[src/rtl/imm_alu_pkg.sv]
package imm_alu_pkg;

  // Operation class selected by the decoder
  typedef enum logic [2:0] {
    OPK_ADD  = 3'd0,
    OPK_SLT  = 3'd1,
    OPK_SLTU = 3'd2,
    OPK_AND  = 3'd3,
    OPK_OR   = 3'd4,
    OPK_XOR  = 3'd5,
    OPK_HIGH = 3'd6
  } op_kind_e;

  // How the 16-bit immediate is widened
  typedef enum logic [1:0] {
    WID_SIGN = 2'd0,
    WID_ZERO = 2'd1,
    WID_UP   = 2'd2
  } widen_e;

  typedef struct packed {
    logic     legal;
    op_kind_e kind;
    widen_e   widen;
  } dec_t;

  // Group occupies opcodes 8..15: upper three opcode bits equal 001
  localparam logic [2:0] GROUP_TAG = 3'b001;

endpackage

[src/rtl/imm_alu_dec.sv]
module imm_alu_dec
  import imm_alu_pkg::*;
#(
  parameter int OPC_W = 6
) (
  input  logic [OPC_W-1:0] opcode_i,
  output dec_t             dec_o
);
  localparam int SEL_W = 3;

  logic [SEL_W-1:0] sel;
  logic             in_group;

  assign sel      = opcode_i[SEL_W-1:0];
  assign in_group = (opcode_i[OPC_W-1:SEL_W] == GROUP_TAG);

  always_comb begin
    dec_o = '{legal: 1'b0, kind: OPK_ADD, widen: WID_SIGN};
    if (in_group) begin
      dec_o.legal = 1'b1;
      case (sel)
        3'd0, 3'd1: begin dec_o.kind = OPK_ADD;  dec_o.widen = WID_SIGN; end
        3'd2:       begin dec_o.kind = OPK_SLT;  dec_o.widen = WID_SIGN; end
        3'd3:       begin dec_o.kind = OPK_SLTU; dec_o.widen = WID_SIGN; end
        3'd4:       begin dec_o.kind = OPK_AND;  dec_o.widen = WID_ZERO; end
        3'd5:       begin dec_o.kind = OPK_OR;   dec_o.widen = WID_ZERO; end
        3'd6:       begin dec_o.kind = OPK_XOR;  dec_o.widen = WID_ZERO; end
        default:    begin dec_o.kind = OPK_HIGH; dec_o.widen = WID_UP;   end
      endcase
    end
  end
endmodule

[src/rtl/imm_alu_widen.sv]
module imm_alu_widen
  import imm_alu_pkg::*;
#(
  parameter int XLEN  = 32,
  parameter int IMM_W = 16
) (
  input  logic [IMM_W-1:0] imm_i,
  input  widen_e           mode_i,
  output logic [XLEN-1:0]  wide_o
);
  localparam int PAD_W = XLEN - IMM_W;

  logic [XLEN-1:0] as_sign, as_zero, as_up;

  generate
    if (PAD_W > 0) begin : g_pad
      assign as_sign = {{PAD_W{imm_i[IMM_W-1]}}, imm_i};
      assign as_zero = {{PAD_W{1'b0}}, imm_i};
      assign as_up   = {imm_i, {PAD_W{1'b0}}};
    end else begin : g_nopad
      assign as_sign = imm_i;
      assign as_zero = imm_i;
      assign as_up   = imm_i;
    end
  endgenerate

  always_comb begin
    case (mode_i)
      WID_ZERO: wide_o = as_zero;
      WID_UP:   wide_o = as_up;
      default:  wide_o = as_sign;
    endcase
  end
endmodule

[src/rtl/imm_alu_core.sv]
module imm_alu_core
  import imm_alu_pkg::*;
#(
  parameter int XLEN = 32
) (
  input  op_kind_e        kind_i,
  input  logic [XLEN-1:0] a_i,
  input  logic [XLEN-1:0] b_i,
  output logic [XLEN-1:0] y_o
);
  logic lt_s, lt_u;

  assign lt_s = ($signed(a_i) < $signed(b_i));
  assign lt_u = (a_i < b_i);

  always_comb begin
    case (kind_i)
      OPK_ADD:  y_o = a_i + b_i;
      OPK_SLT:  y_o = {{(XLEN-1){1'b0}}, lt_s};
      OPK_SLTU: y_o = {{(XLEN-1){1'b0}}, lt_u};
      OPK_AND:  y_o = a_i & b_i;
      OPK_OR:   y_o = a_i | b_i;
      OPK_XOR:  y_o = a_i ^ b_i;
      OPK_HIGH: y_o = b_i;
      default:  y_o = '0;
    endcase
  end
endmodule

[src/rtl/imm_alu_top.sv]
module imm_alu_top
  import imm_alu_pkg::*;
#(
  parameter int XLEN   = 32,
  parameter int OPC_W  = 6,
  parameter int RIDX_W = 5,
  parameter int IMM_W  = 16
) (
  input  logic              clk,
  input  logic              rst_n,
  input  logic [XLEN-1:0]   instr_i,
  input  logic [XLEN-1:0]   src_val_i,
  output logic [RIDX_W-1:0] dst_idx_o,
  output logic [XLEN-1:0]   result_o,
  output logic              wr_en_o,
  output logic              undef_o
);
  localparam int OPC_LSB = XLEN - OPC_W;
  localparam int SRC_LSB = OPC_LSB - RIDX_W;
  localparam int DST_LSB = SRC_LSB - RIDX_W;

  logic [OPC_W-1:0]  opc;
  logic [RIDX_W-1:0] src_idx, dst_idx;
  logic [IMM_W-1:0]  imm;
  dec_t              dec;
  logic [XLEN-1:0]   src_eff, imm_wide, alu_y;

  assign opc     = instr_i[XLEN-1:OPC_LSB];
  assign src_idx = instr_i[OPC_LSB-1:SRC_LSB];
  assign dst_idx = instr_i[SRC_LSB-1:DST_LSB];
  assign imm     = instr_i[IMM_W-1:0];

  // Register zero always reads as zero
  assign src_eff = (src_idx == '0) ? '0 : src_val_i;

  imm_alu_dec #(.OPC_W(OPC_W)) dec_i (
    .opcode_i (opc),
    .dec_o    (dec)
  );

  imm_alu_widen #(.XLEN(XLEN), .IMM_W(IMM_W)) widen_i (
    .imm_i  (imm),
    .mode_i (dec.widen),
    .wide_o (imm_wide)
  );

  imm_alu_core #(.XLEN(XLEN)) core_i (
    .kind_i (dec.kind),
    .a_i    (src_eff),
    .b_i    (imm_wide),
    .y_o    (alu_y)
  );

  // Next-state
  logic [RIDX_W-1:0] dst_d;
  logic [XLEN-1:0]   res_d;
  logic              wr_d, undef_d;

  always_comb begin
    dst_d   = dst_idx;
    res_d   = '0;
    wr_d    = 1'b0;
    undef_d = 1'b0;
    if (dec.legal) begin
      res_d = alu_y;
      wr_d  = 1'b1;
    end else begin
      undef_d = 1'b1;
    end
  end

  // Registers
  always_ff @(posedge clk or negedge rst_n) begin
    if (!rst_n) begin
      dst_idx_o <= '0;
      result_o  <= '0;
      wr_en_o   <= 1'b0;
      undef_o   <= 1'b0;
    end else begin
      dst_idx_o <= dst_d;
      result_o  <= res_d;
      wr_en_o   <= wr_d;
      undef_o   <= undef_d;
    end
  end
endmodule

[config.mk]
export PLATFORM = sky130hd
export DESIGN_NAME = imm_alu_top
export DESIGN_NICKNAME = d
export VERILOG_FILES = /design/src/rtl/imm_alu_pkg.sv /design/src/rtl/imm_alu_dec.sv /design/src/rtl/imm_alu_widen.sv /design/src/rtl/imm_alu_core.sv /design/src/rtl/imm_alu_top.sv
export SDC_FILE = /design/constraint.sdc
export NUM_CORES = 1
export LEC_CHECK = 0
export ABC_AREA = 1
export CAP_MARGIN = 25
export CORE_ASPECT_RATIO = 1.75
export CORE_MARGIN = 1
export CORE_UTILIZATION = 30
export CTS_CLUSTER_SIZE = 12
export DETAILED_ROUTE_END_ITERATION = 8
export DONT_BUFFER_PORTS = 1
export MAX_ROUTING_LAYER = met4
export PLACE_DENSITY = 0.52
export SYNTH_ARGS = -nofsm -noshare
export SYNTH_HDL_FRONTEND = slang
export SYNTH_SLANG_ARGS = --single-unit
[constraint.sdc]
create_clock -name clk -period 0.8 [get_ports clk]
set_input_delay 0.04 -clock clk [delete_from_list [all_inputs] [get_ports clk]]
set_output_delay 0.04 -clock clk [all_outputs]
set_load 0.005 [all_outputs]
After elaboration in Yosys (flattened, before gate mapping) --
Cells that the tools add are included.
Storage, ports and cells: bits in registers 39, output and inout bits 39
Operators by class: $add $sub $neg 1, order comparisons 2, equality and inequality tests 15, multiplexer cells 8, bitwise logic cells 3, reductions and logical operators 4
Operators by type and width (number):
- 32-bit one-hot mux with 7 select lines | 1
- 32-bit < comparator | 2
- 32-bit two-way mux | 2
- 32-bit one-hot mux with 2 select lines | 1
- 32-bit adder | 1
- 32-bit bitwise AND | 1
- 32-bit OR | 1
- 32-bit XOR | 1
- 5-bit one-hot mux with 6 select lines | 1
- 3-bit == test, second input constant | 6
- 3-bit by 2-bit == test with 1-bit output, second input constant | 4
- 3-bit by 1-bit == test with 1-bit output, second input constant | 3
- 3-bit logical NOT | 2
- 6-bit two-way mux | 1
- 5-bit logical NOT | 1
- 2-bit by 1-bit == test with 1-bit output, second input constant | 1
- 2-bit == test, second input constant | 1
- 1-bit two-way mux | 2
- 2-bit OR reduction | 1

Logic depth before layout (Yosys ltp) --
Gate-level depths: netlist of the first run.
depth after elaboration 9, mapped depth 27

Cells and area by module --
Synthesis of the first run repeated with hierarchy kept, for this count alone.
Unflattened totals: cells, all modules 1074, area total of the unflattened synthesis 6478.7 µm²
Modules (own cells, without submodules):
- imm_alu_core | times used 1, cells each 799, area an instance 4463.0 µm², seq. area each 0.0 µm²
- imm_alu_top | times used 1, cells each 179, area an instance 1547.7 µm², seq. area each 975.9 µm²
- imm_alu_widen | times used 1, cells each 76, area an instance 364.1 µm², seq. area each 0.0 µm²
- imm_alu_dec | times used 1, cells each 20, area an instance 103.8 µm², seq. area each 0.0 µm²

Least setup slack after synthesis of the first run --
OpenSTA, ideal clock, no wires.
path kind input -> register, from input port instr_i[29], to register result_o[28], library setup time 78 ps, arrival 3099 ps, required time 722 ps, path slack -2377 ps, stages on the path 26, path buffers 3, path through inv_1 -> nor2_1 -> nand2_1 -> buf_6 -> nor2_4 -> nand2_2 -> buf_2 -> ha_1 -> buf_4 -> nor2_4 -> clkinv_1 -> nand2_1 -> inv_1 -> ha_1 -> fa_1 -> inv_1 -> o21ai_2 -> nand2_1 -> nand2_2 -> nand2_1 -> nand2_1 -> nand2_1 -> nand2_1 -> nand2_1 -> nand3_1 -> a21oi_1
Between the ends: longest elaborated chain between the ends 7
RTL lines:
- from (decl) | RTL line imm_alu_top.sv:11 | input logic [XLEN-1:0] instr_i,
- 3-bit by 1-bit == test with 1-bit output (*) | RTL line imm_alu_dec.sv:15 | assign in_group = (opcode_i[OPC_W-1:SEL_W] == GROUP_TAG);
- 6-bit two-way mux (*) | RTL line imm_alu_dec.sv:19 | if (in_group) begin
- 2-bit == test or 2-bit by 1-bit == test with 1-bit output (tied branches) | RTL line imm_alu_widen.sv:28 | case (mode_i)
- 32-bit one-hot mux with 2 select lines | RTL line imm_alu_widen.sv:28
- 32-bit adder (tied with other cells) | RTL line imm_alu_core.sv:18 | OPK_ADD: y_o = a_i + b_i;
- 32-bit one-hot mux with 7 select lines | RTL line imm_alu_core.sv:17 | case (kind_i)
- 32-bit two-way mux (*) | RTL line imm_alu_top.sv:64 | if (dec.legal) begin
- via res_d[28] | RTL line imm_alu_top.sv:56 | logic [XLEN-1:0] res_d;
- to (signal assigned) | RTL line imm_alu_top.sv:81 | result_o <= res_d;
- to (decl) | RTL line imm_alu_top.sv:14 | output logic [XLEN-1:0] result_o,
Mark *: on every way through the listed nets, which the timed path passes. The rest lies on a longest branch.

Worst setup path in the final report of the first run --
from input port instr_i[29], to register result_o[20]
Between the ends: longest elaborated chain between the ends 7
RTL lines:
- 3-bit by 1-bit == test with 1-bit output (*) | RTL line imm_alu_dec.sv:15
- via dec_i.in_group | RTL line imm_alu_dec.sv:12 | logic in_group;
- 6-bit two-way mux (*) | RTL line imm_alu_dec.sv:19
- 2-bit == test or 2-bit by 1-bit == test with 1-bit output (tied branches) | RTL line imm_alu_widen.sv:28
- 32-bit one-hot mux with 2 select lines | RTL line imm_alu_widen.sv:28
- 32-bit adder (tied with other cells) | RTL line imm_alu_core.sv:18
- 32-bit one-hot mux with 7 select lines | RTL line imm_alu_core.sv:17
- 32-bit two-way mux (*) | RTL line imm_alu_top.sv:64
- via res_d[20] | RTL line imm_alu_top.sv:56
Marks and branches as above.

==> results of run 1 <==
==> registers in the layout, indices dropped and copies added (netlist names) <==
register,cells
result_o,32
dst_idx_o,5
undef_o,1
wr_en_o,1
==> layout by cell type (no fill, tap or decap), drive strengths merged <==
cell / n
a21boi: 1
dfrtp: 39
or2: 3
o22ai: 39
clkbuf: 5
clkinv: 4
ha: 98
a21o: 2
a41oi: 1
nand4: 10
o21ai: 43
o21bai: 2
dlygate4sd3: 5
nand3b: 1
o21a: 2
inv: 180
diode: 1
nand2: 239
nor2: 101
a211oi: 21
nand3: 67
nor2b: 1
nor4: 1
nor3: 14
fa: 1
buf: 345
a21oi: 82
==> per-stage QoR <==
stage	instance area [µm²]	setup WS, ns	TNS (ns)	utilization
final	10800	-1.79	-52.95	0.558
after global routing	10800	-1.93	-57.77	0.558
after CTS	10400	-1.72	-50.11	0.539
after detailed placement	8720	-2.67	-71.64	0.452
after global placement	8720	-2.61	-70.98	0.452
after floorplan	6140	-2.05	-60.74	-
==> worst max path at each step <==
stage / start / end / slack (ns) / cells past startpoint
floorplan: instr_i[29] / result_o[28]$_DFF_PN0_ / -2.05 / 26
global placement: instr_i[29] / result_o[22]$_DFF_PN0_ / -2.61 / 26
detailed placement: instr_i[29] / result_o[22]$_DFF_PN0_ / -2.67 / 25
CTS: instr_i[30] / result_o[22]$_DFF_PN0_ / -1.72 / 23
global route: instr_i[29] / result_o[0]$_DFF_PN0_ / -1.93 / 25
finish: instr_i[29] / result_o[20]$_DFF_PN0_ / -1.79 / 23
==> cell type report <==
cell class              instances  area (µm²)
repair buffers                350        2910
inverters                     181         699
well taps                     241         302
multi-input cells             729        5740
fillers                      1867        8520
diodes                          1        2.50
clock inverters                 3        15.0
clock buffers                   5         125
flip-flops and latches         39         976
==> timing repair <==
| item | 4_1_cts | 5_1_grt |
|---|---|---|
| hold endpoints to repair | 45 | 40 |
| gates cloned | 1 | 0 |
| setup endpoints to repair | 32 | 32 |
| gates resized for setup | 320 | 73 |
| setup buffers | 30 | 14 |
| pin swaps | 83 | 55 |
==> cells in the mapped netlist (10+ instances only) <==
cell        n  area (µm²)
a211oi_1   21         158
a21oi_1    79         395
buf_2      14        70.1
dfrtp_1    39         976
ha_1       98        1230
inv_1     178         668
nand2_1   237         890
nand3_1    66         330
nand4_1    10        62.6
nor2_1     97         364
nor3_1     11        55.1
o21ai_0    37         185
o22ai_1    39         244
==> report_power, final <==
group,total (mW),switching [mW],internal (mW)
clock,2.20,1.05,1.15
sequential,2.12,0.0548,2.06
combinational,7.73,4.00,3.72
total,12.0,5.11,6.93
==> kinds of logic (layout without fill, tap and decap cells) <==
family / count (synthesis) / after routing / share of synthesized area
adder cells (fa/ha/maj): 99 / 99 / 0.209
flip-flops: 39 / 39 / 0.163
AND/OR/NAND/NOR: 437 / 437 / 0.308
AO/OA/AOI/OAI: 193 / 193 / 0.185
other: 0 / 1 / 0
buffers and inverters: 205 / 539 / 0.135
==> metal layers <==
metal	share of wire	up-vias	track usage
met5	0	-	-
met4	0.075	0	0.212
met3	0.030	89	0.0273
met2	0.56	176	0.575
met1	0.34	3732	0.283
li1	-	3815	-
==> results.md, run 1 <==
- Post-synth EDFFs: 0
- RSZ-0062 raised after global routing: yes
- Mapped cell area: 5970 µm²
- Nets@finish: 1471
- Area of the core: 19300 µm²
- Power, Total: 12.0 mW
- I/O pin count: 105
- Req. time, crit path: 1.02 ns
- Violated checks: negative hold slack, negative setup slack
- Vias: 7812
- H-tree levels: 2
- Synthesized flop and latch total: 39
- Mapped Nets: 1138
- First-pass iteration count of the detailed router: 4
- DRC Markers: 0
- Final Setup Violations: 33
- Cells after Synth: 973
- CTS tree: yes
- Drt wl/cell: 19.0 µm
- Layout cells sized above 1: 0.497
- CP Max Fanout: 5
- Leak: 5.70 nW
- Synth warn: 0
- Relative slew slack: 0.566
- Vias in the first global route: 8177
- Hold Fails Final Rpt: 40
- Worst Tran Pin Value: 0.651 ns
- Clock sink count: 39
- Non-Filler Instances: 1549
- WS Path Type: primary input to register
- Site Rows: 67
- First-pass GRT wire length: 45000 µm
- F_max: 387 MHz
- CP Buf/Inv Count: 8
- Worst vdd rail ir drop: 972 µV
- Worst Path Arrival: 2.81 ns
- Startpoint types: primary input
- Fin crit period: 2.59 ns
- Tot GR Track Use: 0.307
- Hold Crit Class: primary input to asynchronous set/reset pin
- Total gr overflow: 0
- Top Family by Delay on Critical Path: simple AND/OR/NAND/NOR gates
- Placed Instances: 1494
- Routed Antenna Nets: 0
- WL final: 29500 µm
- # hold bufs at CTS: 5
- Final HPWL DP: 23000 µm
- Dominant synthesized flop cell: dfrtp_1
- Clk slew on worst S/H paths: 0.07 ns
- Deepest clock path buffer count: 2
- Initial antenna violation count: 0
- Netlist cell types: 38
- Register area share after synthesis: 0.163
- Cell Chain, Critical Path: inv_8, nor2_4, nand2_4, inv_4, nand2_4, nor2_4, ha_4, nor2_4, clkinv_4, buf_12, nand2_4, inv_4, ha_4, fa_2, inv_2, o21ai_4, buf_4, buf_6, nand4_1, nand3_1, nand2_1, nand3_2, a21oi_4
- Initial DRC count: 352
- Num CTS Buffers: 5
- Die Footprint: 20500 µm²
- PortBufs: 0
- Crit path capture type: register
- Syn_area_per_cell: 6.14 µm²
- WHS: -0.585 ns
- Period utilization: 3.23
- Area Growth Syn to Fin: 80.3%
- Crit-path max cell delay: 0.38 ns
- Max-cap viol count: 0
- Starting Density: 0.310
- Pins Over Slew Limit: 0
- Post-synth ARST share: 1.00
- GPL Wtd Cong: 0.966
- Vias per cell: 5.04
- P per Cell Area: 1120 nW/µm²
- CTS root buf: clkbuf_16
- Die W: 109 µm
- Worst path slowest cell: fa_2
- Largest net degree at the start of global routing: 40
- Die height: 189 µm
- Final WS setup: -1.79 ns
- Status: finished, violations left
Note: power is estimated with default switching activity, not from simulation.
==> run 2, diff against run 1 <==
--- a/config.mk
+++ b/config.mk
@@ -5,7 +5,6 @@
 export SDC_FILE = /design/constraint.sdc
 export NUM_CORES = 1
 export LEC_CHECK = 0
-export ABC_AREA = 1
 export CAP_MARGIN = 25
 export CORE_ASPECT_RATIO = 1.75
 export CORE_MARGIN = 1
@@ -15,6 +14,7 @@
 export DONT_BUFFER_PORTS = 1
 export MAX_ROUTING_LAYER = met4
 export PLACE_DENSITY = 0.52
+export SLEW_MARGIN = 20
 export SYNTH_ARGS = -nofsm -noshare
 export SYNTH_HDL_FRONTEND = slang
 export SYNTH_SLANG_ARGS = --single-unit
==> results.md, run 2 <==
- Tot GR Track Use: 0.254 (-0.0525)
- Cell Chain, Critical Path: or3b_4, inv_4, and2_4, nand3_4, ha_4, or2_4, nand2_4, inv_2, ha_4, buf_6, o211ai_4, a21oi_2, a21oi_4, a31oi_4, a221oi_4, o31a_1, buf_4, or3_2, o211ai_1
- Site Rows: 66 (-1.5%)
- CTS root buf: clkbuf_16
- Initial antenna violation count: 0 (unchanged)
- Routed Antenna Nets: 0 (unchanged)
- Max-cap viol count: 0 (unchanged)
- Pins Over Slew Limit: 0 (unchanged)
- Fin crit period: 3.32 ns (+0.731 ns)
- Commonest non-fill, non-tap cell in the layout: buf_4
- CTS tree: yes
- Violated checks: negative hold slack, negative setup slack
- Top Family by Delay on Critical Path: simple AND/OR/NAND/NOR gates
- WHS: -0.579 ns (+0.00546 ns)
- CP Buf/Inv Count: 4 (-4)
- Total gr overflow: 0 (unchanged)
- Relative slew slack: 0.607 (+0.0405)
- Crit-path max cell delay: 0.40 ns (+0.02 ns)
- Worst Tran Pin Value: 0.586 ns (-0.0647 ns)
- Crit path capture type: register
- Dominant synthesized flop cell: dfrtp_1
- Post-synth ARST share: 1.00 (unchanged)
- Clk slew on worst S/H paths: 0.07 ns (about the same)
- Layout cells sized above 1: 0.404 (-0.0936)
- P per Cell Area: 1200 nW/µm² (+7.5%)
- Leak: 4.34 nW (-24%)
- # hold bufs at CTS: 7 (+2)
- Hold Fails Final Rpt: 39 (-2.5%)
- Deepest clock path buffer count: 2 (unchanged)
- WS Path Type: primary input to register
- Largest Register: result_o
- Die W: 107 µm (-1.4%)
- Post-synth EDFFs: 0 (unchanged)
- PortBufs: 0 (unchanged)
- Register area share after synthesis: 0.168 (+0.00483)
- Synth area leaders: ha_1 21%, dfrtp_1 17%, a21oi_1 7.0%
- Clock sink count: 39 (unchanged)
- Most frequent cells in the layout: 240 x buf_4, 92 x inv_1, 87 x nand2_1
- H-tree levels: 2 (unchanged)
- Mapped cell area: 5800 µm² (-2.9%)
- Num CTS Buffers: 5 (unchanged)
- Syn_area_per_cell: 7.30 µm² (+19%)
- Largest register FFs: 32 (unchanged)
- Status: finished, violations left
- Worst path slowest cell: or3b_4
- Top cell type's share of synthesized area: 0.211 (+0.00607)
- Drt wl/cell: 19.4 µm (+2.0%)
- Non-Filler Instances: 1251 (-19%)
- Area of the core: 18700 µm² (-2.8%)
- Vias: 6561 (-16%)
- Final WS setup: -2.52 ns (-0.731 ns)
- Mapped Nets: 959 (-16%)
- Hold Crit Class: primary input to asynchronous set/reset pin
- Req. time, crit path: 1.02 ns (about the same)
- Nets@finish: 1177 (-20%)
- GPL Wtd Cong: 0.960 (-0.65%)
- Pre-CTS setup slack: -3.09 ns (-0.425 ns)
- Largest net degree at the start of global routing: 60 (+50%)
- Die height: 186 µm (-1.4%)
- Area leader, netlist: ha_1
- Startpoint types: primary input
- Placed Instances: 1212 (-19%)
- Final HPWL DP: 18600 µm (-19%)
- First-pass iteration count of the detailed router: 4 (unchanged)
- I/O pin count: 105 (unchanged)
- CP dominant cell by count: ha_4
- Synth cell count leaders: 99 x nand2_1, 98 x ha_1, 98 x inv_1
- Die Footprint: 19900 µm² (-2.8%)
- Period utilization: 4.15 (+0.914)
- Count leader, synth: nand2_1
- Initial DRC count: 235 (-33%)
- WL final: 24300 µm (-18%)
- Vias in the first global route: 6738 (-18%)
- Synth warn: 0 (unchanged)
- Final core occ: 0.474 (-0.0842)
- ANT cells: 0 (-1)
- Top flop regs: result_o (32), dst_idx_o (5)
- First-pass GRT wire length: 36500 µm (-19%)
- Cells after Synth: 794 (-18%)
- Final Setup Violations: 32 (-3.0%)
- CP Max Fanout: 8 (+3)
- Worst vdd rail ir drop: 1070 µV (+10%)
- DRC Markers: 0 (unchanged)
- Area Growth Syn to Fin: 53.3%
- Synthesized flop and latch total: 39 (unchanged)
- Netlist cell types: 74 (+95%)
- Starting Density: 0.309 (about the same)
- F_max: 301 MHz (-22%)
- Vias per cell: 5.24 (+4.0%)
- RSZ-0062 raised after global routing: yes
- Worst Path Arrival: 3.54 ns (+0.73 ns)
-- run 2: kinds of logic after synthesis --
kind of cell,synth area share
and+or+nand+nor,0.179
DFF,0.168
AOI/OAI and AO/OA,0.281
xor gates and xnor gates,0.00302
muxes,0.0391
buffers and inverters,0.115
adders and majority gates,0.215
-- run 2: how the worst max path moves through the flow --
stage                 from                     end  slack [ns]  cells past startpoint
3_5_place_dp   instr_i[31]  result_o[31]$_DFF_PN0_       -3.09                     18
4_1_cts        instr_i[30]  result_o[25]$_DFF_PN0_       -2.52                     18
3_3_place_gp   instr_i[31]  result_o[20]$_DFF_PN0_       -3.07                     17
2_1_floorplan  instr_i[31]  result_o[31]$_DFF_PN0_       -3.35                     23
6_report       instr_i[31]  result_o[25]$_DFF_PN0_       -2.52                     19
5_1_grt        instr_i[31]  result_o[24]$_DFF_PN0_       -2.65                     18
-- run 2: power breakdown --
group	switching (mW)	internal, mW	total, mW	leakage (nW)
clock network	0.994	1.79	2.79	0.0900
registers	0.0496	2.06	2.11	0.521
logic	2.90	2.90	5.79	3.73
-- run 2: layout make-up --
class                      instances  area, µm²
timing repair buffer             260       2070
tap                              238        298
sequential                        39        976
fill                            1859       9860
multi-input combinational        607       4960
clock buffer                       5        125
inverter                          99        387
clock inverter                     3       67.6
-- run 2: stage by stage --
| step | setup TNS [ns] | instance area (µm²) | total power, mW |
|---|---|---|---|
| 2_1_floorplan | -91.56 | 6140 | 5.10 |
| 3_3_place_gp | -85.99 | 7860 | 7.06 |
| 3_5_place_dp | -86.45 | 7860 | 7.09 |
| 4_1_cts | -69.92 | 8520 | 10.4 |
| 5_1_grt | -75.12 | 8890 | 11.3 |
| 6_report | -71.11 | 8890 | 10.7 |
-- run 2: repair_timing --
item,in CTS,in global routing
buffers inserted,11,14
gates cloned,1,1
resized for setup,65,62
setup endpoints to repair,32,32
hold endpoints to repair,51,39
pin swaps,42,51
-- run 2: metal layers --
metal,global-route usage,wire length (µm)
met3,0.0466,1390
met5,-,0
met2,0.469,13000
met1,0.235,8260
met4,0.173,1640
